===== config.mk =====
export PLATFORM = sky130hd
export DESIGN_NAME = i2c_txn_seq
export DESIGN_NICKNAME = d
export VERILOG_FILES = /design/src/rtl/i2c_seq_pkg.sv /design/src/rtl/i2c_seq_fold.sv /design/src/rtl/i2c_seq_cmdport.sv /design/src/rtl/i2c_txn_seq.sv
export SDC_FILE = /design/constraint.sdc
export NUM_CORES = 1
export LEC_CHECK = 0
export BUFFER_PORTS_ARGS = -buffer_cell sky130_fd_sc_hd__buf_2
export CAP_MARGIN = 25
export CORE_MARGIN = 10
export CORE_UTILIZATION = 40
export DETAILED_ROUTE_END_ITERATION = 10
export MAX_ROUTING_LAYER = met4
export PLACE_DENSITY = 0.64
export SYNTH_ARGS = -nofsm -noshare
export SYNTH_HDL_FRONTEND = slang
export SYNTH_SLANG_ARGS = --single-unit

===== constraint.sdc =====
create_clock -name clk -period 2.45 [get_ports clk]
set_input_delay 0.3675 -clock clk [delete_from_list [all_inputs] [get_ports clk]]
set_output_delay 0.3675 -clock clk [all_outputs]
set_load 0.1 [all_outputs]

===== src/rtl/i2c_seq_pkg.sv =====
package i2c_seq_pkg;

    typedef enum logic [1:0] {
        ECMD_START = 2'd0,
        ECMD_STOP  = 2'd1,
        ECMD_WRITE = 2'd2,
        ECMD_READ  = 2'd3
    } ecmd_e;

    typedef enum logic [1:0] {
        OP_PROBE = 2'd0,
        OP_READ  = 2'd1,
        OP_WRITE = 2'd2
    } op_e;

    typedef enum logic [1:0] {
        RES_OK      = 2'd0,
        RES_NODEV   = 2'd1,
        RES_ADDRERR = 2'd2
    } res_e;

    typedef enum logic [3:0] {
        S_IDLE,
        S_START,
        S_DEVW,
        S_ADDR,
        S_MIDSTOP,
        S_RESTART,
        S_DEVR,
        S_RDBYTE,
        S_RDPUSH,
        S_WRFETCH,
        S_WRBYTE,
        S_STOP,
        S_DONE
    } seq_state_e;

endpackage


===== src/rtl/i2c_seq_fold.sv =====
module i2c_seq_fold #(
    parameter int ADDR_BYTES = 4,
    localparam int ADDR_W    = 8 * ADDR_BYTES,
    localparam int ALEN_W    = $clog2(ADDR_BYTES + 1)
) (
    input  logic [6:0]        dev,
    input  logic [6:0]        mask,
    input  logic [ADDR_W-1:0] addr,
    input  logic [ALEN_W-1:0] alen,
    input  logic [ALEN_W-1:0] idx,
    output logic [6:0]        dev_eff,
    output logic [7:0]        addr_byte
);
    // bits above the address length, moved down to bit 0
    logic [6:0] spill;

    assign spill     = 7'(addr >> {alen, 3'b000});
    assign dev_eff   = dev | (spill & mask);
    assign addr_byte = 8'(addr >> {idx, 3'b000});
endmodule


===== src/rtl/i2c_seq_cmdport.sv =====
module i2c_seq_cmdport (
    input  logic clk,
    input  logic rst_n,
    input  logic want,
    input  logic cmd_ready,
    input  logic rsp_valid,
    output logic cmd_valid,
    output logic fire
);
    logic issued;

    assign cmd_valid = want && !issued;
    assign fire      = issued && rsp_valid;

    always_ff @(posedge clk) begin
        if (!rst_n) begin
            issued <= 1'b0;
        end else if (cmd_valid && cmd_ready) begin
            issued <= 1'b1;
        end else if (fire) begin
            issued <= 1'b0;
        end
    end
endmodule


===== src/rtl/i2c_txn_seq.sv =====
module i2c_txn_seq
    import i2c_seq_pkg::*;
#(
    parameter int ADDR_BYTES = 4,
    parameter int LEN_W      = 16,
    localparam int ADDR_W    = 8 * ADDR_BYTES,
    localparam int ALEN_W    = $clog2(ADDR_BYTES + 1)
) (
    input  logic              clk,
    input  logic              rst_n,
    input  logic              req_valid,
    output logic              req_ready,
    input  logic [1:0]        req_op,
    input  logic [6:0]        req_dev,
    input  logic [ADDR_W-1:0] req_addr,
    input  logic [ALEN_W-1:0] req_alen,
    input  logic [LEN_W-1:0]  req_len,
    input  logic [6:0]        ovf_mask,
    input  logic              wr_valid,
    output logic              wr_ready,
    input  logic [7:0]        wr_data,
    output logic              rd_valid,
    input  logic              rd_ready,
    output logic [7:0]        rd_data,
    output logic              rd_last,
    output logic              eng_cmd_valid,
    input  logic              eng_cmd_ready,
    output logic [1:0]        eng_cmd,
    output logic [7:0]        eng_wdata,
    output logic              eng_rd_nack,
    input  logic              eng_rsp_valid,
    input  logic              eng_rsp_nack,
    input  logic [7:0]        eng_rsp_data,
    output logic              done,
    output logic [1:0]        status,
    output logic [LEN_W-1:0]  fail_cnt
);
    seq_state_e        state, state_d;
    op_e               op_q;
    logic [6:0]        dev_q, mask_q, dev_eff;
    logic [ADDR_W-1:0] addr_q;
    logic [ALEN_W-1:0] alen_q, idx_q;
    logic [LEN_W-1:0]  len_q, fail_q;
    logic [7:0]        wbuf_q, rbuf_q, addr_byte;
    res_e              res_q;
    logic              want, fire, len_one, len_zero;
    ecmd_e             cmd_sel;

    assign len_one  = (len_q == LEN_W'(1));
    assign len_zero = (len_q == '0);

    i2c_seq_fold #(.ADDR_BYTES(ADDR_BYTES)) u_fold (
        .dev       (dev_q),
        .mask      (mask_q),
        .addr      (addr_q),
        .alen      (alen_q),
        .idx       (idx_q),
        .dev_eff   (dev_eff),
        .addr_byte (addr_byte)
    );

    i2c_seq_cmdport u_port (
        .clk       (clk),
        .rst_n     (rst_n),
        .want      (want),
        .cmd_ready (eng_cmd_ready),
        .rsp_valid (eng_rsp_valid),
        .cmd_valid (eng_cmd_valid),
        .fire      (fire)
    );

    // next state
    always_comb begin
        state_d = state;
        unique case (state)
            S_IDLE:    if (req_valid) state_d = S_START;
            S_START:   if (fire) state_d = (op_q == OP_READ && alen_q == '0) ? S_DEVR : S_DEVW;
            S_DEVW: if (fire) begin
                if (eng_rsp_nack || op_q == OP_PROBE) state_d = S_STOP;
                else if (alen_q != '0)               state_d = S_ADDR;
                else                                 state_d = len_zero ? S_STOP : S_WRFETCH;
            end
            S_ADDR: if (fire) begin
                if (eng_rsp_nack)         state_d = S_STOP;
                else if (idx_q != '0)     state_d = S_ADDR;
                else if (op_q == OP_READ) state_d = S_MIDSTOP;
                else                      state_d = len_zero ? S_STOP : S_WRFETCH;
            end
            S_MIDSTOP: if (fire) state_d = S_RESTART;
            S_RESTART: if (fire) state_d = S_DEVR;
            S_DEVR:    if (fire) state_d = len_zero ? S_STOP : S_RDBYTE;
            S_RDBYTE:  if (fire) state_d = S_RDPUSH;
            S_RDPUSH:  if (rd_ready) state_d = len_one ? S_STOP : S_RDBYTE;
            S_WRFETCH: if (wr_valid) state_d = S_WRBYTE;
            S_WRBYTE:  if (fire) state_d = len_one ? S_STOP : S_WRFETCH;
            S_STOP:    if (fire) state_d = S_DONE;
            S_DONE:    state_d = S_IDLE;
            default:   state_d = S_IDLE;
        endcase
    end

    // state register and datapath
    always_ff @(posedge clk) begin
        if (!rst_n) begin
            state  <= S_IDLE;
            op_q   <= OP_PROBE;
            dev_q  <= '0;
            mask_q <= '0;
            addr_q <= '0;
            alen_q <= '0;
            idx_q  <= '0;
            len_q  <= '0;
            fail_q <= '0;
            wbuf_q <= '0;
            rbuf_q <= '0;
            res_q  <= RES_OK;
        end else begin
            state <= state_d;
            unique case (state)
                S_IDLE: if (req_valid) begin
                    op_q   <= op_e'(req_op);
                    dev_q  <= req_dev;
                    mask_q <= ovf_mask;
                    addr_q <= req_addr;
                    alen_q <= req_alen;
                    len_q  <= req_len;
                    fail_q <= '0;
                    res_q  <= RES_OK;
                end
                S_DEVW: if (fire) begin
                    if (eng_rsp_nack) res_q <= RES_NODEV;
                    idx_q <= alen_q - ALEN_W'(1);
                end
                S_ADDR: if (fire) begin
                    if (eng_rsp_nack) res_q <= RES_ADDRERR;
                    idx_q <= idx_q - ALEN_W'(1);
                end
                S_RDBYTE: if (fire) rbuf_q <= eng_rsp_data;
                S_RDPUSH: if (rd_ready) len_q <= len_q - LEN_W'(1);
                S_WRFETCH: if (wr_valid) wbuf_q <= wr_data;
                S_WRBYTE: if (fire) begin
                    if (eng_rsp_nack) fail_q <= fail_q + LEN_W'(1);
                    len_q <= len_q - LEN_W'(1);
                end
                default: ;
            endcase
        end
    end

    // outputs
    always_comb begin
        want      = 1'b0;
        cmd_sel   = ECMD_START;
        eng_wdata = 8'h00;
        unique case (state)
            S_START, S_RESTART: begin
                want = 1'b1;
            end
            S_MIDSTOP, S_STOP: begin
                want    = 1'b1;
                cmd_sel = ECMD_STOP;
            end
            S_DEVW: begin
                want      = 1'b1;
                cmd_sel   = ECMD_WRITE;
                eng_wdata = {dev_eff, 1'b0};
            end
            S_DEVR: begin
                want      = 1'b1;
                cmd_sel   = ECMD_WRITE;
                eng_wdata = {dev_eff, 1'b1};
            end
            S_ADDR: begin
                want      = 1'b1;
                cmd_sel   = ECMD_WRITE;
                eng_wdata = addr_byte;
            end
            S_WRBYTE: begin
                want      = 1'b1;
                cmd_sel   = ECMD_WRITE;
                eng_wdata = wbuf_q;
            end
            S_RDBYTE: begin
                want    = 1'b1;
                cmd_sel = ECMD_READ;
            end
            default: ;
        endcase
    end

    assign eng_cmd     = cmd_sel;
    assign eng_rd_nack = (state == S_RDBYTE) && len_one;
    assign req_ready   = (state == S_IDLE);
    assign wr_ready    = (state == S_WRFETCH);
    assign rd_valid    = (state == S_RDPUSH);
    assign rd_data     = rbuf_q;
    assign rd_last     = (state == S_RDPUSH) && len_one;
    assign done        = (state == S_DONE);
    assign status      = res_q;
    assign fail_cnt    = fail_q;
endmodule


Word-level counts from Yosys, hierarchy flattened
Cells that the tools add are included.
{"block": "op_classes", "n_reduce_logical": 30, "muxes": 45, "addsub": 4, "n_eq_ne": 29, "bitwise": 2, "shifts": 2}
{"operator": "two-way mux 16 bit", "n": 6}
{"operator": "two-way mux 4 bit", "n": 19}
{"operator": "one-hot mux 16 bit (3 select lines)", "n": 1}
{"operator": "one-hot mux 4 bit (12 select lines)", "n": 1}
{"operator": "one-hot mux 16 bit (2 select lines)", "n": 1}
{"operator": "one-hot mux 8 bit (4 select lines)", "n": 1}
{"operator": ">> shifter 32 x 6 -> 7 bit", "n": 1}
{"operator": ">> shifter 32 x 6 -> 8 bit", "n": 1}
{"operator": "!= test 2 bit (second input constant)", "n": 14}
{"operator": "== test 4 bit (second input constant)", "n": 5}
{"operator": "adder 16 x 1 -> 16 bit (second input constant)", "n": 1}
{"operator": "== test 16 x 1 -> 1 bit (second input constant)", "n": 1}
{"operator": "== test 4 x 3 -> 1 bit (second input constant)", "n": 4}
{"operator": "zero test 16 bit", "n": 1}
{"operator": "subtractor 16 x 1 -> 16 bit (second input constant)", "n": 1}
{"operator": "two-way mux 2 bit", "n": 7}
{"operator": "one-hot mux 2 bit (3 select lines)", "n": 2}
{"operator": "AND reduction 12 bit", "n": 1}
{"operator": "nonzero test 3 bit", "n": 4}
{"operator": "two-way mux 3 bit", "n": 3}
{"operator": "OR reduction 9 bit", "n": 1}
{"operator": "== test 4 x 2 -> 1 bit (second input constant)", "n": 2}
{"operator": "AND reduction 4 bit", "n": 2}
{"operator": "AND 7 bit", "n": 1}
{"operator": "19 further kinds", "n": 31}
{"block": "word_totals", "elab_cells": 125, "register_bits": 109}

Longest topological paths before layout
{"block": "logic_depth", "word_depth": 7, "depth_mapped": 8}

Hierarchy
Synthesis repeated with hierarchy kept, for this count alone.
{"block": "unflattened", "cells_unflattened": 708, "area_unflattened_um2": 5850.6}
{"mod": "i2c_txn_seq", "cells_per_inst": 667, "instances": 1, "seq_area_each_um2": 2162.1, "area_each_um2": 5318.9}
{"mod": "i2c_seq_fold", "cells_per_inst": 35, "instances": 1, "seq_area_each_um2": 0.0, "area_each_um2": 478.0}
{"mod": "i2c_seq_cmdport", "cells_per_inst": 6, "instances": 1, "seq_area_each_um2": 20.0, "area_each_um2": 53.8}

Worst setup path after synthesis
No wires, ideal clock.
{"block": "synth_timing", "kind": "reg-to-reg", "from": "reg state[3]", "to": "reg fail_q[0], in the netlist fail_cnt[0]", "path_stages_with_launch": 6, "synth_period_minus_slack_ns": 4.871, "setup_ns": 0.128, "path_slack_ns": -2.421, "arrival_ns": 4.743, "path_buffers": 1, "required_time_ns": 2.322, "path_cell_list": "dfxtp_1 nor4_1 nand2_1 nand2_1 clkbuf_1 nor2_1"}
{"block": "synth_between", "elab_chain_cells": 3, "elab_cells_between_ends": 8}
{"item": "from (decl)", "line": "i2c_txn_seq.sv:38", "source": "seq_state_e state, state_d;"}
{"item": "from (signal assigned)", "line": "i2c_txn_seq.sv:118", "source": "state <= state_d;"}
{"item": "zero test 4 bit *"}
{"item": "via req_ready", "line": "i2c_txn_seq.sv:12", "source": "output logic req_ready,"}
{"item": "!= test 2 bit (no source line) / nonzero test 2 bit (equally long branches)"}
{"item": "AND reduction 4 bit (no source line)"}
{"item": "to (signal assigned)", "line": "i2c_txn_seq.sv:142", "source": "if (eng_rsp_nack) fail_q <= fail_q + LEN_W'(1);"}
{"item": "to (decl)", "line": "i2c_txn_seq.sv:43", "source": "logic [LEN_W-1:0] len_q, fail_q;"}
The timed path passes the listed nets; every way through them passes the cells marked *.
A chain may end at the register's enable or synchronous reset.

Worst setup path after layout
{"block": "layout_timing", "from": "reg len_q[9]", "to": "out eng_rd_nack"}
{"block": "layout_between", "elab_chain_cells": 2}
{"item": "from (decl)", "line": "i2c_txn_seq.sv:43"}
{"item": "from (signal assigned)", "line": "i2c_txn_seq.sv:126", "source": "len_q <= req_len;"}
{"item": "from (signal assigned)", "line": "i2c_txn_seq.sv:139", "source": "S_RDPUSH: if (rd_ready) len_q <= len_q - LEN_W'(1);"}
{"item": "from (signal assigned)", "line": "i2c_txn_seq.sv:143", "source": "len_q <= len_q - LEN_W'(1);"}
{"item": "== test 16 x 1 -> 1 bit", "line": "i2c_txn_seq.sv:49", "source": "assign len_one = (len_q == LEN_W'(1));"}
{"item": "logical AND 1 bit", "line": "i2c_txn_seq.sv:192", "source": "assign eng_rd_nack = (state == S_RDBYTE) && len_one;"}
{"item": "to (decl)", "line": "i2c_txn_seq.sv:30", "source": "output logic eng_rd_nack,"}
No other way between the ends.

==> report_table.html <==
<table>
<tr><th>Metric</th><th>Value</th></tr>
<tr><th colspan="2">Routing</th></tr>
<tr><td>Final wirelength</td><td>roughly 17000 um</td></tr>
<tr><td>Number of nets still failing antenna checks after routing</td><td>0</td></tr>
<tr><td>Detailed-route via count</td><td>5424</td></tr>
<tr><td>Router iterations before antenna repair</td><td>4</td></tr>
<tr><td>Starting DRC count in detailed routing</td><td>about 430</td></tr>
<tr><td>Wire per inst</td><td>17.0 um</td></tr>
<tr><td>Total DRC errors in the routed layout</td><td>0</td></tr>
<tr><td>Vias per inst</td><td>approximately 5.5</td></tr>
<tr><th colspan="2">Timing</th></tr>
<tr><td>Clock skew</td><td>5.53 ps</td></tr>
<tr><td>Number of pins with negative max-slew slack in the final report</td><td>0</td></tr>
<tr><td>Slew at the pin with the worst max-slew slack</td><td>a little under 700 ps</td></tr>
<tr><td>Worst slack on hold paths</td><td>between 200 and 250 ps</td></tr>
<tr><td>Final-report setup violation count</td><td>2</td></tr>
<tr><td>RSZ-0062 raised after global routing</td><td>yes</td></tr>
<tr><td>Peak Freq</td><td>approximately 0.39 GHz</td></tr>
<tr><td>Post-route fraction of the period consumed by the critical path</td><td>1.05</td></tr>
<tr><td>Headroom to the max-slew limit</td><td>0.550</td></tr>
<tr><td>Post-layout minimum cycle time</td><td>approximately 2600 ps</td></tr>
<tr><td>Smallest setup slack after layout</td><td>-130 ps</td></tr>
<tr><td>Number of failing hold endpoints at the final stage</td><td>0</td></tr>
<tr><th colspan="2">Clocking</th></tr>
<tr><td>Clk Tree Root Cell</td><td>clkbuf_16</td></tr>
<tr><td>Insertion delay to the later sink of the worst-skew pair</td><td>360 ps</td></tr>
<tr><td>TritonCTS clock tree</td><td>yes</td></tr>
<tr><td>Number of sinks driven by the clock tree</td><td>109</td></tr>
<tr><td>CTS buffer count</td><td>9</td></tr>
<tr><td>Clock Path Buffers</td><td>2</td></tr>
<tr><td>CTS H-Tree Depth</td><td>3</td></tr>
<tr><td>Clock transition at the registers of the reported paths</td><td>70 ps</td></tr>
<tr><th colspan="2">Synthesis</th></tr>
<tr><td>Main synth FF type</td><td>dfxtp_1</td></tr>
<tr><td>Average footprint of a synthesized cell</td><td>8.07 um^2</td></tr>
<tr><td>Warnings from Yosys</td><td>0</td></tr>
<tr><td>Number of standard cells after synthesis</td><td>about 680</td></tr>
<tr><td>Synth area leader</td><td>dfxtp_1</td></tr>
<tr><td>Fraction of post-synthesis cell area in the top cell type by area</td><td>0.399</td></tr>
<tr><td>Syn nets</td><td>773</td></tr>
<tr><td>Synthesized flop and latch total</td><td>around 110</td></tr>
<tr><td>Distinct cells, synth</td><td>between 50 and 60</td></tr>
<tr><td>Sequential share of the synthesized area</td><td>0.399</td></tr>
<tr><td>Post-synthesis cell area</td><td>approximately 0.0055 mm^2</td></tr>
<tr><td>Cell types occupying the most area after synthesis</td><td>dfxtp_1 (40%), nand2_1 (9.6%), a21oi_1 (7.0%)</td></tr>
<tr><td>Post-synth EDFFs</td><td>0</td></tr>
<tr><td>Post-synthesis async set-or-reset flop share</td><td>0</td></tr>
<tr><th colspan="2">Place</th></tr>
<tr><td>Post-detailed-placement half-perimeter wirelength</td><td>12600 um</td></tr>
<tr><td>Number of buffer cells added on primary ports</td><td>approximately 130</td></tr>
<tr><td>Post-placement worst setup slack</td><td>169 ps</td></tr>
<tr><td>Cell area after placement</td><td>between 0.006 and 0.007 mm^2</td></tr>
<tr><td>Gpl congestion</td><td>between 0.9 and 1</td></tr>
<tr><th colspan="2">Setup path</th></tr>
<tr><td>Peak fanout along the critical path</td><td>2</td></tr>
<tr><td>Worst endpoint data arrival time</td><td>2210 ps</td></tr>
<tr><td>Worst Setup End Kind</td><td>output port</td></tr>
<tr><td>Worst Path Class, Setup</td><td>reg2out</td></tr>
<tr><td>Element type at the critical path start</td><td>flip-flop</td></tr>
<tr><td>CP required</td><td>2080 ps</td></tr>
<tr><th colspan="2">GRT</th></tr>
<tr><td>First-pass GRT wire length</td><td>between 20000 and 30000 um</td></tr>
<tr><td>Maximum number of pins on one net before global-route repair</td><td>63</td></tr>
<tr><td>Grt total ovfl</td><td>0</td></tr>
<tr><td>Overall Global Routing Usage</td><td>0.181</td></tr>
<tr><td>Initial antenna violation count</td><td>0</td></tr>
<tr><td>Number of global-route vias before repair</td><td>5392</td></tr>
<tr><th colspan="2">Layout</th></tr>
<tr><td>Share of layout cells above drive strength 1</td><td>0.303</td></tr>
<tr><td>Total non-filler cell area in the finished layout</td><td>between 0.007 and 0.008 mm^2</td></tr>
<tr><td>Fin nets</td><td>approximately 900</td></tr>
<tr><td>Most frequent standard cell in the layout excluding fill and tap cells</td><td>nand2_1</td></tr>
<tr><td>Area overhead of the layout relative to synthesis</td><td>31.0%</td></tr>
<tr><td>Most frequent cells in the layout</td><td>nand2_1 (137), buf_2 (120), dfxtp_1 (96)</td></tr>
<tr><td>Diode count</td><td>0</td></tr>
<tr><td>Count of filler cells inserted in the layout</td><td>~1300</td></tr>
<tr><th colspan="2">Power</th></tr>
<tr><td>Power per standard cell area</td><td>1120 mW/mm^2</td></tr>
<tr><td>LEAKAGE</td><td>around 2.8 nW</td></tr>
<tr><td>Tot Pwr</td><td>roughly 8.0 mW</td></tr>
<tr><td>Maximum vdd ir drop</td><td>around 0.48 mV</td></tr>
<tr><th colspan="2">Floorplan</th></tr>
<tr><td>Number of rows created at floorplan</td><td>42</td></tr>
<tr><td>Starting Density</td><td>0.411</td></tr>
<tr><td>DIE HEIGHT</td><td>between 100 and 150 um</td></tr>
<tr><td>Number of top-level pins</td><td>134</td></tr>
<tr><td>Die Outline Area</td><td>~0.019 mm^2</td></tr>
<tr><td>Horiz. Die Dim</td><td>137 um</td></tr>
<tr><td>Core Area</td><td>0.0133 mm^2</td></tr>
<tr><th colspan="2">Run</th></tr>
<tr><td>Max capacitance violation total</td><td>0</td></tr>
<tr><th colspan="2">Status</th></tr>
<tr><td>Violations in the final reports</td><td>setup timing</td></tr>
<tr><td>Status</td><td>finished, violations left</td></tr>
<tr><th colspan="2">Worst hold path</th></tr>
<tr><td>Hold Crit Class</td><td>in2reg</td></tr>
</table>
## worst paths after layout
path	startpoint	endpoint	slack (ps)	depth (start not counted)
max	len_q[9]	eng_rd_nack	-130	6
min	wr_data[2]	wbuf_q[2]	240	3
max reg2reg	state[3]	fail_cnt[13]	320	5
min reg2reg	mask_q[5]	mask_q[5]	460	2
## stage by stage
| step | util | std cells | TNS (ps) |
|---|---|---|---|
| after global placement | 0.512 | 969 | 0 |
| after global routing | 0.538 | 988 | -263 |
| after floorplan | - | 677 | -876 |
| after CTS | 0.537 | 987 | -251 |
| final | 0.538 | 988 | -175 |
| after detailed placement | 0.512 | 969 | 0 |
## kinds of logic (layout without fill, tap and decap cells)
| group | count (synthesis) | after routing | share of synthesized area |
|---|---|---|---|
| compound gates | 174 | 174 | 0.192 |
| fa+ha+maj | 5 | 5 | 0.0115 |
| buf+inv | 54 | 189 | 0.0387 |
| simple gates | 290 | 290 | 0.243 |
| flops | 109 | 109 | 0.399 |
| xor+xnor | 8 | 8 | 0.0128 |
| mux | 37 | 37 | 0.102 |
## synth_stat cells (all sizes together), types with 10 or more instances
| library cell | n |
|---|---|
| nand2 | 140 |
| dfxtp | 109 |
| a21oi | 76 |
| nor2 | 56 |
| clkbuf | 39 |
| o21ai | 34 |
| mux2i | 22 |
| nand3 | 18 |
| nor3 | 18 |
| mux4 | 15 |
| a22oi | 14 |
| a31oi | 11 |
| or3 | 10 |
## what timing repair did
item	CTS	global route
buffers inserted	2	1
hold buffers	0	0
gates resized for setup	9	6
pin swaps	3	3
endpoints found under the setup margin	10	11
## sequential cells by signal, indices dropped and copies added (netlist names)
register and cells:
status 2, wbuf_q 8, addr_q 32, len_q 16, dev_q 7, rd_data 8, mask_q 7, state 4
alen_q 3, u_port.issued 1, fail_cnt 16, idx_q 3, op_q 2
## where the power goes
part / internal [mW] / switching (mW) / leakage, nW
Clock: 0.733 / 0.694 / 0.138
Sequential: 2.09 / 0.346 / 0.894
Combinational: 1.50 / 2.66 / 1.77
Total: 4.33 / 3.70 / 2.80
## cell type report
class | count | area (um^2) | area share
flip-flops and latches | 109 | 2200 | 0.308
clock inverters | 6 | 57.6 | 0.00804
multi-input cells | 514 | 3280 | 0.458
well taps | 176 | 220 | 0.0308
repair buffers | 164 | 1120 | 0.157
inverters | 9 | 33.8 | 0.00472
clock buffers | 10 | 239 | 0.0334
## worst max-delay path: stages, from the launching register on
cell and delay [ps]:
dfxtp_2 330, or4_4 560, nor4_4 290, nand3_2 170
buf_6 160, nor3_4 150, buf_12 200
## per-layer routing
| metal | share of wire | track usage | routed length (um) | up-vias |
|---|---|---|---|---|
| li1 | - | - | - | 2684 |
| met1 | 0.43 | 0.214 | 7180 | 2545 |
| met2 | 0.49 | 0.295 | 8150 | 169 |
| met3 | 0.058 | 0.0389 | 976 | 26 |
| met4 | 0.026 | 0.0703 | 442 | 0 |
| met5 | 0 | - | 0 | - |
No activity file was read; power rests on OpenSTA's default activity.
